<file path="config.mk">
export PLATFORM = sky130hd
export DESIGN_NAME = fence_lru_alloc
export DESIGN_NICKNAME = d
export VERILOG_FILES = /design/src/rtl/fence_lru_alloc.sv
export SDC_FILE = /design/constraint.sdc
export NUM_CORES = 1
export LEC_CHECK = 0
export BUFFER_PORTS_ARGS = -buffer_cell sky130_fd_sc_hd__buf_2
export CAP_MARGIN = 15
export CORE_ASPECT_RATIO = 1.2
export CORE_UTILIZATION = 62
export DETAILED_ROUTE_END_ITERATION = 10
export PLACE_DENSITY = 0.79
export RECOVER_POWER = 25
export SLEW_MARGIN = 10
export SYNTH_ARGS = -nofsm -noshare
export SYNTH_HDL_FRONTEND = slang
export SYNTH_SLANG_ARGS = --single-unit
</file>
<file path="constraint.sdc">
create_clock -name clk -period 41.7 [get_ports clk]
set_input_delay 0 -clock clk [delete_from_list [all_inputs] [get_ports clk]]
set_output_delay 0 -clock clk [all_outputs]
set_load 0.01 [all_outputs]
</file>
<file path="src/rtl/fence_lru_alloc.sv">
module fence_lru_alloc #(
  parameter int NSLOT = 16,
  parameter int OWN_W = 8,
  parameter int PIN_W = 4
) (
  input  logic             clk,
  input  logic             rst_n,
  input  logic             req_valid,
  output logic             req_ready,
  input  logic [2:0]       req_op,
  input  logic [OWN_W-1:0] req_owner,
  input  logic [$clog2(NSLOT)-1:0] req_slot,
  input  logic             flip_pending,
  output logic             resp_valid,
  output logic [2:0]       resp_status,
  output logic [$clog2(NSLOT)-1:0] resp_slot,
  output logic             revoke_valid,
  output logic [OWN_W-1:0] revoke_owner,
  output logic             upd_valid,
  input  logic             upd_ready,
  input  logic             upd_err,
  output logic             upd_enable,
  output logic [$clog2(NSLOT)-1:0] upd_slot,
  output logic [OWN_W-1:0] upd_owner
);
  localparam int SW = $clog2(NSLOT);
  localparam int CW = $clog2(NSLOT + 1);
  localparam logic [PIN_W-1:0] PMAX = '1;
  localparam logic [SW-1:0] TOP = SW'(NSLOT - 1);

  localparam logic [2:0] OP_PIN = 3'd0, OP_UNPIN = 3'd1, OP_REMOVE = 3'd2,
                         OP_RSV = 3'd3, OP_UNRSV = 3'd4, OP_DIRTY = 3'd5;
  localparam logic [2:0] ST_OK = 3'd0, ST_AGAIN = 3'd1, ST_DEADLK = 3'd2,
                         ST_BUSY = 3'd3, ST_NOSPC = 3'd4, ST_NOENT = 3'd5,
                         ST_FAULT = 3'd6;

  logic [PIN_W-1:0] pin   [NSLOT];
  logic [OWN_W-1:0] owner [NSLOT];
  logic [SW-1:0]    age   [NSLOT];
  logic [NSLOT-1:0] bound, dirty, rsv;

  logic             busy, c_en;
  logic [2:0]       c_op;
  logic [SW-1:0]    c_slot;
  logic [OWN_W-1:0] c_owner;

  assign req_ready = !busy;
  assign upd_valid = busy;
  assign upd_enable = c_en;
  assign upd_slot = c_slot;
  assign upd_owner = c_owner;

  logic          hit, vic_ok;
  logic [SW-1:0] hit_idx, vic_idx, vic_age;
  logic [CW-1:0] free_cnt;

  always_comb begin
    hit = 1'b0; hit_idx = '0;
    vic_ok = 1'b0; vic_idx = '0; vic_age = '0;
    free_cnt = '0;
    for (int i = 0; i < NSLOT; i++) begin
      if (bound[i] && !rsv[i] && owner[i] == req_owner) begin
        hit = 1'b1;
        hit_idx = SW'(i);
      end
      if (pin[i] == '0 && !rsv[i]) begin
        free_cnt = free_cnt + 1'b1;
        if (!vic_ok || age[i] < vic_age) begin
          vic_ok = 1'b1;
          vic_idx = SW'(i);
          vic_age = age[i];
        end
      end
    end
  end

  logic [SW-1:0]    tgt, rsp_slot;
  logic [2:0]       sts;
  logic [OWN_W-1:0] rev_own;
  logic pin_up, pin_dn, bind_on, bind_off, dty_on, dty_off, rsv_on, rsv_off;
  logic mv, mv_top, go, go_en, done, rev;

  always_comb begin
    tgt = c_slot; rsp_slot = c_slot; sts = ST_OK; rev_own = '0;
    pin_up = 1'b0; pin_dn = 1'b0; bind_on = 1'b0; bind_off = 1'b0;
    dty_on = 1'b0; dty_off = 1'b0; rsv_on = 1'b0; rsv_off = 1'b0;
    mv = 1'b0; mv_top = 1'b0; go = 1'b0; go_en = 1'b0; done = 1'b0; rev = 1'b0;
    if (!busy && req_valid) begin
      case (req_op)
        OP_PIN: begin
          if (hit) begin
            tgt = hit_idx; rsp_slot = hit_idx;
            if (pin[hit_idx] == PMAX) begin
              done = 1'b1; sts = ST_BUSY;
            end else begin
              pin_up = 1'b1;
              if (dirty[hit_idx]) begin
                go = 1'b1; go_en = 1'b1;
              end else begin
                mv = 1'b1; mv_top = 1'b1; done = 1'b1;
              end
            end
          end else if (vic_ok) begin
            tgt = vic_idx; pin_up = 1'b1; go = 1'b1; go_en = 1'b1;
            if (bound[vic_idx]) begin
              rev = 1'b1; rev_own = owner[vic_idx]; bind_off = 1'b1;
            end
          end else begin
            done = 1'b1;
            sts = flip_pending ? ST_AGAIN : ST_DEADLK;
          end
        end
        OP_UNPIN: begin
          done = 1'b1;
          if (hit && pin[hit_idx] != '0) begin
            tgt = hit_idx; rsp_slot = hit_idx; pin_dn = 1'b1;
          end else sts = ST_NOENT;
        end
        OP_REMOVE: begin
          if (!hit) done = 1'b1;
          else begin
            tgt = hit_idx; rsp_slot = hit_idx;
            if (pin[hit_idx] != '0) begin
              done = 1'b1; sts = ST_BUSY;
            end else begin
              rev = 1'b1; rev_own = req_owner; bind_off = 1'b1; go = 1'b1;
            end
          end
        end
        OP_RSV: begin
          if (free_cnt < CW'(2)) begin
            done = 1'b1; sts = ST_NOSPC;
          end else begin
            tgt = vic_idx; rsp_slot = vic_idx;
            if (bound[vic_idx]) begin
              rev = 1'b1; rev_own = owner[vic_idx]; bind_off = 1'b1; go = 1'b1;
            end else begin
              rsv_on = 1'b1; done = 1'b1;
            end
          end
        end
        OP_UNRSV: begin
          done = 1'b1; tgt = req_slot; rsp_slot = req_slot;
          if (rsv[req_slot]) begin
            rsv_off = 1'b1; mv = 1'b1;
          end else sts = ST_NOENT;
        end
        OP_DIRTY: begin
          done = 1'b1;
          if (hit) begin
            tgt = hit_idx; rsp_slot = hit_idx; dty_on = 1'b1;
          end else sts = ST_NOENT;
        end
        default: begin
          done = 1'b1; sts = ST_NOENT;
        end
      endcase
    end else if (busy && upd_ready) begin
      done = 1'b1;
      if (upd_err) begin
        sts = ST_FAULT;
        pin_dn = (c_op == OP_PIN);
      end else begin
        case (c_op)
          OP_PIN:    begin bind_on = 1'b1; dty_off = 1'b1; mv = 1'b1; mv_top = 1'b1; end
          OP_REMOVE: mv = 1'b1;
          OP_RSV:    rsv_on = 1'b1;
          default:   ;
        endcase
      end
    end
  end

  always_ff @(posedge clk) begin
    if (!rst_n) begin
      busy <= 1'b0; c_en <= 1'b0; c_op <= '0; c_slot <= '0; c_owner <= '0;
      resp_valid <= 1'b0; resp_status <= '0; resp_slot <= '0;
      revoke_valid <= 1'b0; revoke_owner <= '0;
      bound <= '0; dirty <= '0; rsv <= '0;
      for (int i = 0; i < NSLOT; i++) begin
        pin[i] <= '0; owner[i] <= '0; age[i] <= SW'(i);
      end
    end else begin
      if (go) begin
        busy <= 1'b1; c_op <= req_op; c_slot <= tgt;
        c_owner <= req_owner; c_en <= go_en;
      end else if (busy && done) busy <= 1'b0;
      resp_valid <= done;
      resp_status <= sts;
      resp_slot <= rsp_slot;
      revoke_valid <= rev;
      revoke_owner <= rev_own;
      for (int i = 0; i < NSLOT; i++) begin
        if (SW'(i) == tgt) begin
          if (pin_up) pin[i] <= pin[i] + 1'b1;
          else if (pin_dn) pin[i] <= pin[i] - 1'b1;
          if (bind_on) begin
            bound[i] <= 1'b1; owner[i] <= c_owner;
          end else if (bind_off) bound[i] <= 1'b0;
          if (dty_on) dirty[i] <= 1'b1;
          else if (dty_off) dirty[i] <= 1'b0;
          if (rsv_on) rsv[i] <= 1'b1;
          else if (rsv_off) rsv[i] <= 1'b0;
        end
        if (mv) begin
          if (SW'(i) == tgt) age[i] <= mv_top ? TOP : '0;
          else if (mv_top && age[i] > age[tgt]) age[i] <= age[i] - 1'b1;
          else if (!mv_top && age[i] < age[tgt]) age[i] <= age[i] + 1'b1;
        end
      end
    end
  end

  logic [NSLOT-1:0] age_mask;
  logic             rsv_bad;
  always_comb begin
    age_mask = '0;
    rsv_bad = 1'b0;
    for (int i = 0; i < NSLOT; i++) begin
      age_mask[age[i]] = 1'b1;
      if (rsv[i] && (pin[i] != '0 || bound[i])) rsv_bad = 1'b1;
    end
  end

  assert_age_order_R2: assert property (@(posedge clk) disable iff (!rst_n)
    age_mask == '1);

  assert_revoke_with_update_R5: assert property (@(posedge clk) disable iff (!rst_n)
    revoke_valid |-> upd_valid);

  assert_again_flip_R6: assert property (@(posedge clk) disable iff (!rst_n)
    (resp_valid && resp_status == ST_AGAIN) |-> $past(flip_pending));

  assert_deadlock_noflip_R6: assert property (@(posedge clk) disable iff (!rst_n)
    (resp_valid && resp_status == ST_DEADLK) |-> !$past(flip_pending));

  assert_nospc_count_R8: assert property (@(posedge clk) disable iff (!rst_n)
    (resp_valid && resp_status == ST_NOSPC) |-> free_cnt < CW'(2));

  assert_reserved_exclusive_R8: assert property (@(posedge clk) disable iff (!rst_n)
    !rsv_bad);

  assert_upd_hold_R12: assert property (@(posedge clk) disable iff (!rst_n)
    (upd_valid && !upd_ready) |=> (upd_valid && $stable(upd_slot) && $stable(upd_enable)));
endmodule

</file>
# After elaboration in Yosys (flattened, before gate mapping)
# Memory sizes are Yosys's and may differ from the RTL's.
# Cells that the tools add are included.
# word_totals
regBits,82
mem_bits_rw,256
input_bits,21
output_inout_bits,32
elab_cells,1262
memories,3
# classes
n_addsub,79
magnitude_cmp,51
n_eq_ne,39
n_mux,728
bitwise,96
reduce_logical,208
# mem_list
memory,depth,width,rd,rd_clocked_by_memory_dff,wr,line_no,text
owner,16,8,17,0,16,38,logic [OWN_W-1:0] owner [NSLOT];
age,16,4,17,0,16,39,logic [SW-1:0] age [NSLOT];
pin,16,4,17,0,16,37,logic [PIN_W-1:0] pin [NSLOT];
# op_table
cell,n
$mux W4,159
$mux W1,508
$mux W8,22
$add A4 B1 Y4 const B,32
$eq A8 B8 Y1,16
$sub A4 B1 Y4 const B,32
$lt A4 B4 Y1,31
$reduce_and A2 Y1,49
$or A1 B1 Y1,96
$logic_and A1 B1 Y1,84
$add A5 B1 Y5 const B,15
$mux W5,15
$logic_not A4 Y1,17
$gt A4 B4 Y1,16
$logic_not A1 Y1,33
$eq A4 B4 Y1 const A,8
$mux W3,8
$pmux W8 S3,1
$pmux W4 S5,1
$pmux W3 S6,1
$eq A3 B4 Y1 const A,4
$pmux W4 S4,1
$logic_or A1 B1 Y1,15
$lt A4 B5 Y1 const B,3
16 further kinds,34

# Logic depth before layout (Yosys ltp)
# Gate-level depths: netlist (run 1).
# An unclocked memory read counts as a cell.
# logic_depth
depth_word,78
mapped_depth,154
ltp_nobuf,147

# Worst setup path after synthesis (run 1)
# OpenSTA, ideal clock, no wires.
# synth_timing
kind,register -> register
from,memory pin[0][1]
to,memory age[4][2] (netlist name) (data pin)
setup_ns,0.272
arrival_ns,27.151
slack_ns,14.278
stages_incl_launch_ff,143
path_buffers,7
period_less_slack_ns,27.422
cell_sequence,edfxtp_1 > or4_4 > nor2_4 > nand2_1 > ha_1 > a211oi_1 > o21ai_1 > and3_2 > nor2_1 > mux2_2 > ha_1 > a211oi_1 > nor3_1 > nor2_1 > nand2_1 > nor2_1 > a21oi_1 > inv_1 > [107 not listed] > nor3_1 > a21oi_1 > a2bb2oi_2 > o21a_1 > buf_4 > buf_8 > mux4_2 > mux4_2 > inv_1 > ha_1 > nor2b_1 > o21ai_0 > nand2b_1 > a21oi_1 > nand2_1 > a31oi_1 > a211oi_1 > or4b_1
# synth_lines
element,line_no
start: declaration,37
end: declaration,39

==> results of run 1 <==
## report_power, final
part           switching [W]  internal, W
logic               0.000272     0.000145
registers          0.0000158     0.000374
clock network       0.000141     0.000208
total               0.000430     0.000728
## cells in the final DEF (no fill, tap or decap), drive strengths merged, types with 56 or more instances in the layout
cell type	instances
nor2	301
nand2	295
edfxtp	256
a21oi	188
ha	178
o21ai	156
xnor2	148
inv	141
xor2	107
clkbuf	98
nor3	95
nand3	86
dfxtp	82
mux2i	56
## area by class of cell
cell class,instances,share of cell area (%)
multi-input cells,2418,57.63
flip-flops and latches,338,31.92
clock buffers,54,3.634
well taps,559,2.393
repair buffers,101,1.952
inverters,140,1.798
clock inverters,13,0.6635
diodes,2,0.01712
## through the flow
stage / cell area (sq um) / hold WS, ps
2_1_floorplan: 27680 / 144.7
3_3_place_gp: 28040 / 296.7
3_5_place_dp: 28040 / 310.1
4_1_cts: 29390 / 53.53
5_1_grt: 29230 / 68.62
6_report: 29230 / 68.79
## worst register-to-register path: cells and delay by family (launching register included)
family | cells | cell delay (ps)
adders and majority gates | 16 | 4630
muxes | 11 | 3770
and+or+nand+nor | 42 | 9530
DFF | 1 | 420
buffers and inverters | 9 | 1250
AOI/OAI and AO/OA | 56 | 15590
## state kept, by name, indices dropped and copies added, names as in the netlist
name	count
pin	64
resp_slot	4
upd_owner	8
bound	16
resp_status	3
dirty	16
upd_slot	4
resp_valid	1
rsv	16
owner	128
upd_enable	1
revoke_valid	1
revoke_owner	8
c_op	3
upd_valid	1
age	64
## metal layers
metal,wire length [um],GRT usage (%),up-vias
met5,42,0,-
li1,-,-,11270
met4,7120,28.79,6
met1,32200,45.18,12110
met2,44380,69.81,1491
met3,8720,7.205,443
## worst min path at each step
stage | endpoint | slack [ps] | cells after the start
floorplan | resp_valid | 140 | 2
global placement | resp_status[2] | 300 | 3
detailed placement | resp_status[2] | 310 | 3
CTS | resp_status[1] | 50 | 6
global route | upd_owner[7] | 70 | 3
finish | upd_owner[7] | 70 | 3
## logic make-up (layout without fill, tap and decap cells)
family / Yosys count / in the layout / share of synthesized area [%]
AND/OR/NAND/NOR: 1098 / 1098 / 19.56
other: 0 / 2 / 0
AO/OA/AOI/OAI: 753 / 753 / 18.56
multiplexers: 118 / 118 / 5.601
flip-flops: 338 / 338 / 33.71
buffers and inverters: 313 / 308 / 5.339
adder cells (fa/ha/maj): 194 / 194 / 9.168
XOR/XNOR: 255 / 255 / 8.069
==> results.md, run 1 <==
- CP startpoint: pin[0][1]
- Worst stage delay on the critical path: around 1300 ps
- Antenna-violating nets left: 0
- CTS resizes: 0
- Setup Skew: 31.21 ps
- Max Freq: 28.20 MHz
- Average size of a mapped cell: about 9 sq um
- Global-route wire length before repair: 141,200 um
- Reg-to-reg setup timing slack: 6240 ps
- Die ar.: 45,490 sq um
- Setup bufs post-CTS: 0
- # H-tree levels: 2
- Starting Density: approximately 63%
- Mapped Area: between 20,000 and 30,000 sq um
- Slew headroom: -142.9%
- Crit path to: age[4][2]
- Fillers: 3,494
- Worst Path Required: 41,990 ps
- Fin crit period: 35,460 ps
- RSZ-0062 raised after global routing: false
- Final slew viol count: 240
- FFs w/ async S/R, synth: 0%
- Max_cap viols: 5
- Top FF cell, synth: edfxtp_1
- Post-synth top area cell: edfxtp_1
- Clk root buf: clkbuf_16
- Clock sink count: 338
- Die width: approximately 190 um
- Nets: 3,250
- Vias: ~25,000
- Drt pass-1 iters: 6
- Clock transition at path regs: 60 ps
- Place WS: 9689 ps
- Combined area of the multi-input logic cells: 16,840 sq um
- Crit share post-route: 85.03%
- Synth cell count leaders: 297 x nor2_1, 295 x nand2_1, 256 x edfxtp_1, 183 x a21oi_1, 178 x ha_1
- Final TNS setup: 0 ps
- Worst r2r src: pin[0][1]
- Buffers on Ports: between 50 and 60
- Levels on crit path: 134
- Seq. cell area: about 9300 sq um
- WS Path Type: register to register
- Sequential share of the synthesized area: between 30 and 40%
- Skew-Pair Late Insertion Delay: 570 ps
- Number of global-route vias before repair: 24,720
- Synth top area share: 27.77%
- Crit path max-delay family: compound AO/OA/AOI/OAI gates
- Hold crit path type: input pin to register
- Status: finished, violations left
- Layout cells sized above 1: 7.409%
- Total grt overflow: 0
- VDD IR max: 0.00004182 V
- Initial antenna violation count: 5
- Hpwl dp: about 68,000 um
- WL final: 92,460 um
- Non-filler cells, final: 3,625
- Mapped Cells: 3,069
- Worst hold start: req_owner[7]
- Synth area leaders: edfxtp_1 28%, ha_1 8.0%, dfxtp_1 5.9%, xnor2_1 4.7%, nor2_1 4.0%
- DRC errors left: 0
- I/O pin total: 53
- LEAKAGE: 11.22 nW
- Vias per cell: 6.985
- Routed len/inst: ~26 um
- Worst path arrival time: 35,750 ps
- CP endpoint kind: register
- Number of synthesized flops with an enable pin: approximately 260
- Cell mode on critical path: ha_1
- Total power: 0.001157 W
- Reg2reg end: age[4][2]
- Placer Congestion: 1.024
- Die Ht: 233.5 um
- CTS tree: done
- Post-Syn Nets: 3,283
- Top-count cell post-synth: nor2_1
- Gr usage total: 40.39%
- Final setup fails: 0
- R2R depth: roughly 130
- Number of synthesis warnings: 0
- Fin. Hold Viols: 0
- Placed Cells: 3,546
- Worst Tran Pin Value: 3644 ps
- Failing checks: capacitance limit, slew limit
- Synth unique cells: 116
- Worst path bufs/invs: 9
- Slowest cell on crit path: a221oi_1
- Clock tree buffer depth: 3
- Worst setup SP type: register
- #FFs+latches synth: 338
- Rows: 84
- Largest net degree at the start of global routing: 71
- P&R area growth vs syn: 5.610%
- Worst Slack Setup Final: 6241 ps
- CTS Hold Bufs: 10
- Core ar.: 43,930 sq um
- PD cells: 39.59 nW/um^2
- TritonCTS buffer count: 37
- Util after Layout: 66.54%
- 1st-iter DRT viols: ~2,600
- Crit Path Max Fanout: 27
(Power assumes the default switching activity.)
==> run 2: changes to the inputs <==
BUFFER_PORTS_ARGS = -buffer_cell sky130_fd_sc_hd__buf_4   (was -buffer_cell sky130_fd_sc_hd__buf_2)
PLACE_DENSITY = unset   (was 0.79)
PLACE_DENSITY_LB_ADDON = 0.3   (was unset)
==> run 2 against run 1 <==
  * The flow still finishes with violations (capacitance limit, slew limit)
  * Worst setup slack worse by 140 ps
  * Clock skew is 11 ps lower
  * Sequential share of layout area is 0.059 points lower
  * Worst hold slack worse by 36 ps
  * Non-clock buffer count is 8 higher
  * Sequential cell count stayed put
  * Largest power group unchanged
  * Largest cell class unchanged
  * Count of clock-buffer cells in the layout is 1 higher
  * Register-to-register slack worse by 140 ps
==> results.md, run 2 (synthesis gave the netlist of run 1 again) <==
- R2R depth: 135
- Clock sink count: 338
- Largest registers: owner x128, age x64, pin x64
- Max FFs per register: approximately 130
- Combined area of the multi-input logic cells: ~17,000 sq um
- Worst stage delay on the critical path: 1600 ps
- Worst Path Required: 41,770 ps
- Layout cells sized above 1: 7.382%
- Skew-Pair Late Insertion Delay: between 500 and 600 ps
- Placer Congestion: 1.058
- RSZ-0062 raised after global routing: false
- Status: finished, violations left
- Core ar.: 43,930 sq um
- # H-tree levels: 2
- Seq. cell area: ~9300 sq um
- CP endpoint kind: register
- Commonest non-fill, non-tap cell in the layout: nor2_1
- Failing checks: capacitance limit, slew limit
- Die width: 194.9 um
- Clk root buf: clkbuf_16
- Commonest cells after routing, fill and taps aside: 298 x nor2_1, 294 x nand2_1, 256 x edfxtp_1, 183 x a21oi_1, 178 x ha_1
- Drt pass-1 iters: 7
- Crit share post-route: 85.37%
- Worst setup SP type: register
- DRC errors left: 0
- Slew headroom: -148.8%
- Final TNS setup: 0 ps
- Hpwl dp: about 68,000 um
- Place WS: slightly below 10,000 ps
- Slowest cell on crit path: nor2_1
- Vias per cell: 6.973
- Cell mode on critical path: ha_1
- Worst Tran Pin Value: 3733 ps
- Final slew viol count: 276
- CTS tree: done
- P&R area growth vs syn: 5.804%
- Max_cap viols: 6
- Crit Path Max Fanout: 26
- WS Path Type: register to register
- Nets: 3,259
- Clock tree buffer depth: 3
- CP startpoint: pin[0][1]
- Vias: ~25,000
- Buffers on Ports: 52
- Antenna-violating nets left: 0
- Total grt overflow: 0
- Setup bufs post-CTS: 0
- Fillers: 3,526
- Dpl cell area: 28,160 sq um
- Gr usage total: 40.24%
- Worst r2r src: pin[0][1]
- Worst hold start: req_op[0]
- I/O pin total: 53
- Routed len/inst: 25.57 um
- Hold crit path type: input pin to register
- WL final: between 90,000 and 100,000 um
- Max Freq: 28.09 MHz
- Final setup fails: 0
- Fin crit period: 35,600 ps
- Most flops, register: owner
- Fin. Hold Viols: 0
- Rows: between 80 and 90
- Die ar.: 45,490 sq um
- Clock transition at path regs: approximately 60 ps
- Global-route wire length before repair: between 100,000 and 150,000 um
- TritonCTS buffer count: 38
- PD cells: 38.54 nW/um^2
- 1st-iter DRT viols: 2,520
- Worst path arrival time: 35,670 ps
- Setup Skew: ~21 ps
- Initial antenna violation count: 3
- Largest net degree at the start of global routing: 72
- Worst Slack Setup Final: about 6100 ps
- Starting Density: 63.00%
- VDD IR max: 0.00004810 V
- Die Ht: 233.5 um
- Hold Crit Depth: 6
- LEAKAGE: around 11 nW
- Number of global-route vias before repair: around 25,000
- Design Area, Final: 29,280 sq um
- Util after Layout: 66.66%
-- run 2: cell count changes in the layout (fill, tap and decap cells not counted), moves of 2 or more --
cell / previous run / this run
buf_2: 19 / 0
buf_4: 28 / 48
bufinv_16: 5 / 0
clkinv_1: 2 / 6
clkinv_2: 4 / 6
clkinv_8: 0 / 2
dlygate4sd3_1: 10 / 17
o21ai_0: 145 / 143
o21ai_1: 7 / 9
-- run 2: area by class of cell --
type,count,share of cell area (%)
Sequential cell,338,31.86
Multi-Input combinational cell,2418,57.61
Tap cell,559,2.388
Antenna cell,3,0.02564
Clock inverter,15,0.3076
Clock buffer,55,3.640
Inverter,140,1.794
Timing Repair Buffer,109,2.376
-- run 2: timing repair --
item,4_1_cts,5_1_grt
hold buffers,17,0
resized for setup,0,0
endpoints found under the hold margin,30,0
-- run 2: worst max-delay path: cells and delay by family (launching register included) --
family                   cells  cell delay [ps]
AO/OA/AOI/OAI               56            15610
multiplexers                11             3290
flip-flops                   1              430
buffers and inverters        8             1180
AND/OR/NAND/NOR             44             9980
adder cells (fa/ha/maj)     16             4560
-- run 2: final timing paths --
path,end,slack [ps]
hold / removal,resp_status[1],30
setup reg to reg,age[4][2],6100
setup / recovery,age[4][2],6100
hold reg to reg,dirty[8],470
-- run 2: metal layers --
metal / part of all wire, % / GRT usage, % / vias up
met5: 0.015 / 0 / -
met4: 7.7 / 27.71 / 2
met3: 8.8 / 5.386 / 427
met2: 48 / 70.35 / 1497
met1: 35 / 45.91 / 12170
li1: - / - / 11260
-- run 2: power breakdown --
part	leakage [nW]	internal, W	switching, W
Combinational	7.43	0.000146	0.000271
Clock	0.564	0.000178	0.000143
Sequential	3.24	0.000374	0.0000161
Total	11.2	0.000699	0.000430
-- run 2: metrics by stage --
step | total power, W | cells | hold slack (ps)
after global routing | 0.001169 | 3634 | 73.19
after CTS | 0.001118 | 3633 | 1.582
final | 0.001129 | 3637 | 33.19
after detailed placement | 0.0008010 | 3546 | 284.9
after floorplan | 0.0006909 | 3069 | 144.7
after global placement | 0.0007868 | 3546 | 277.9
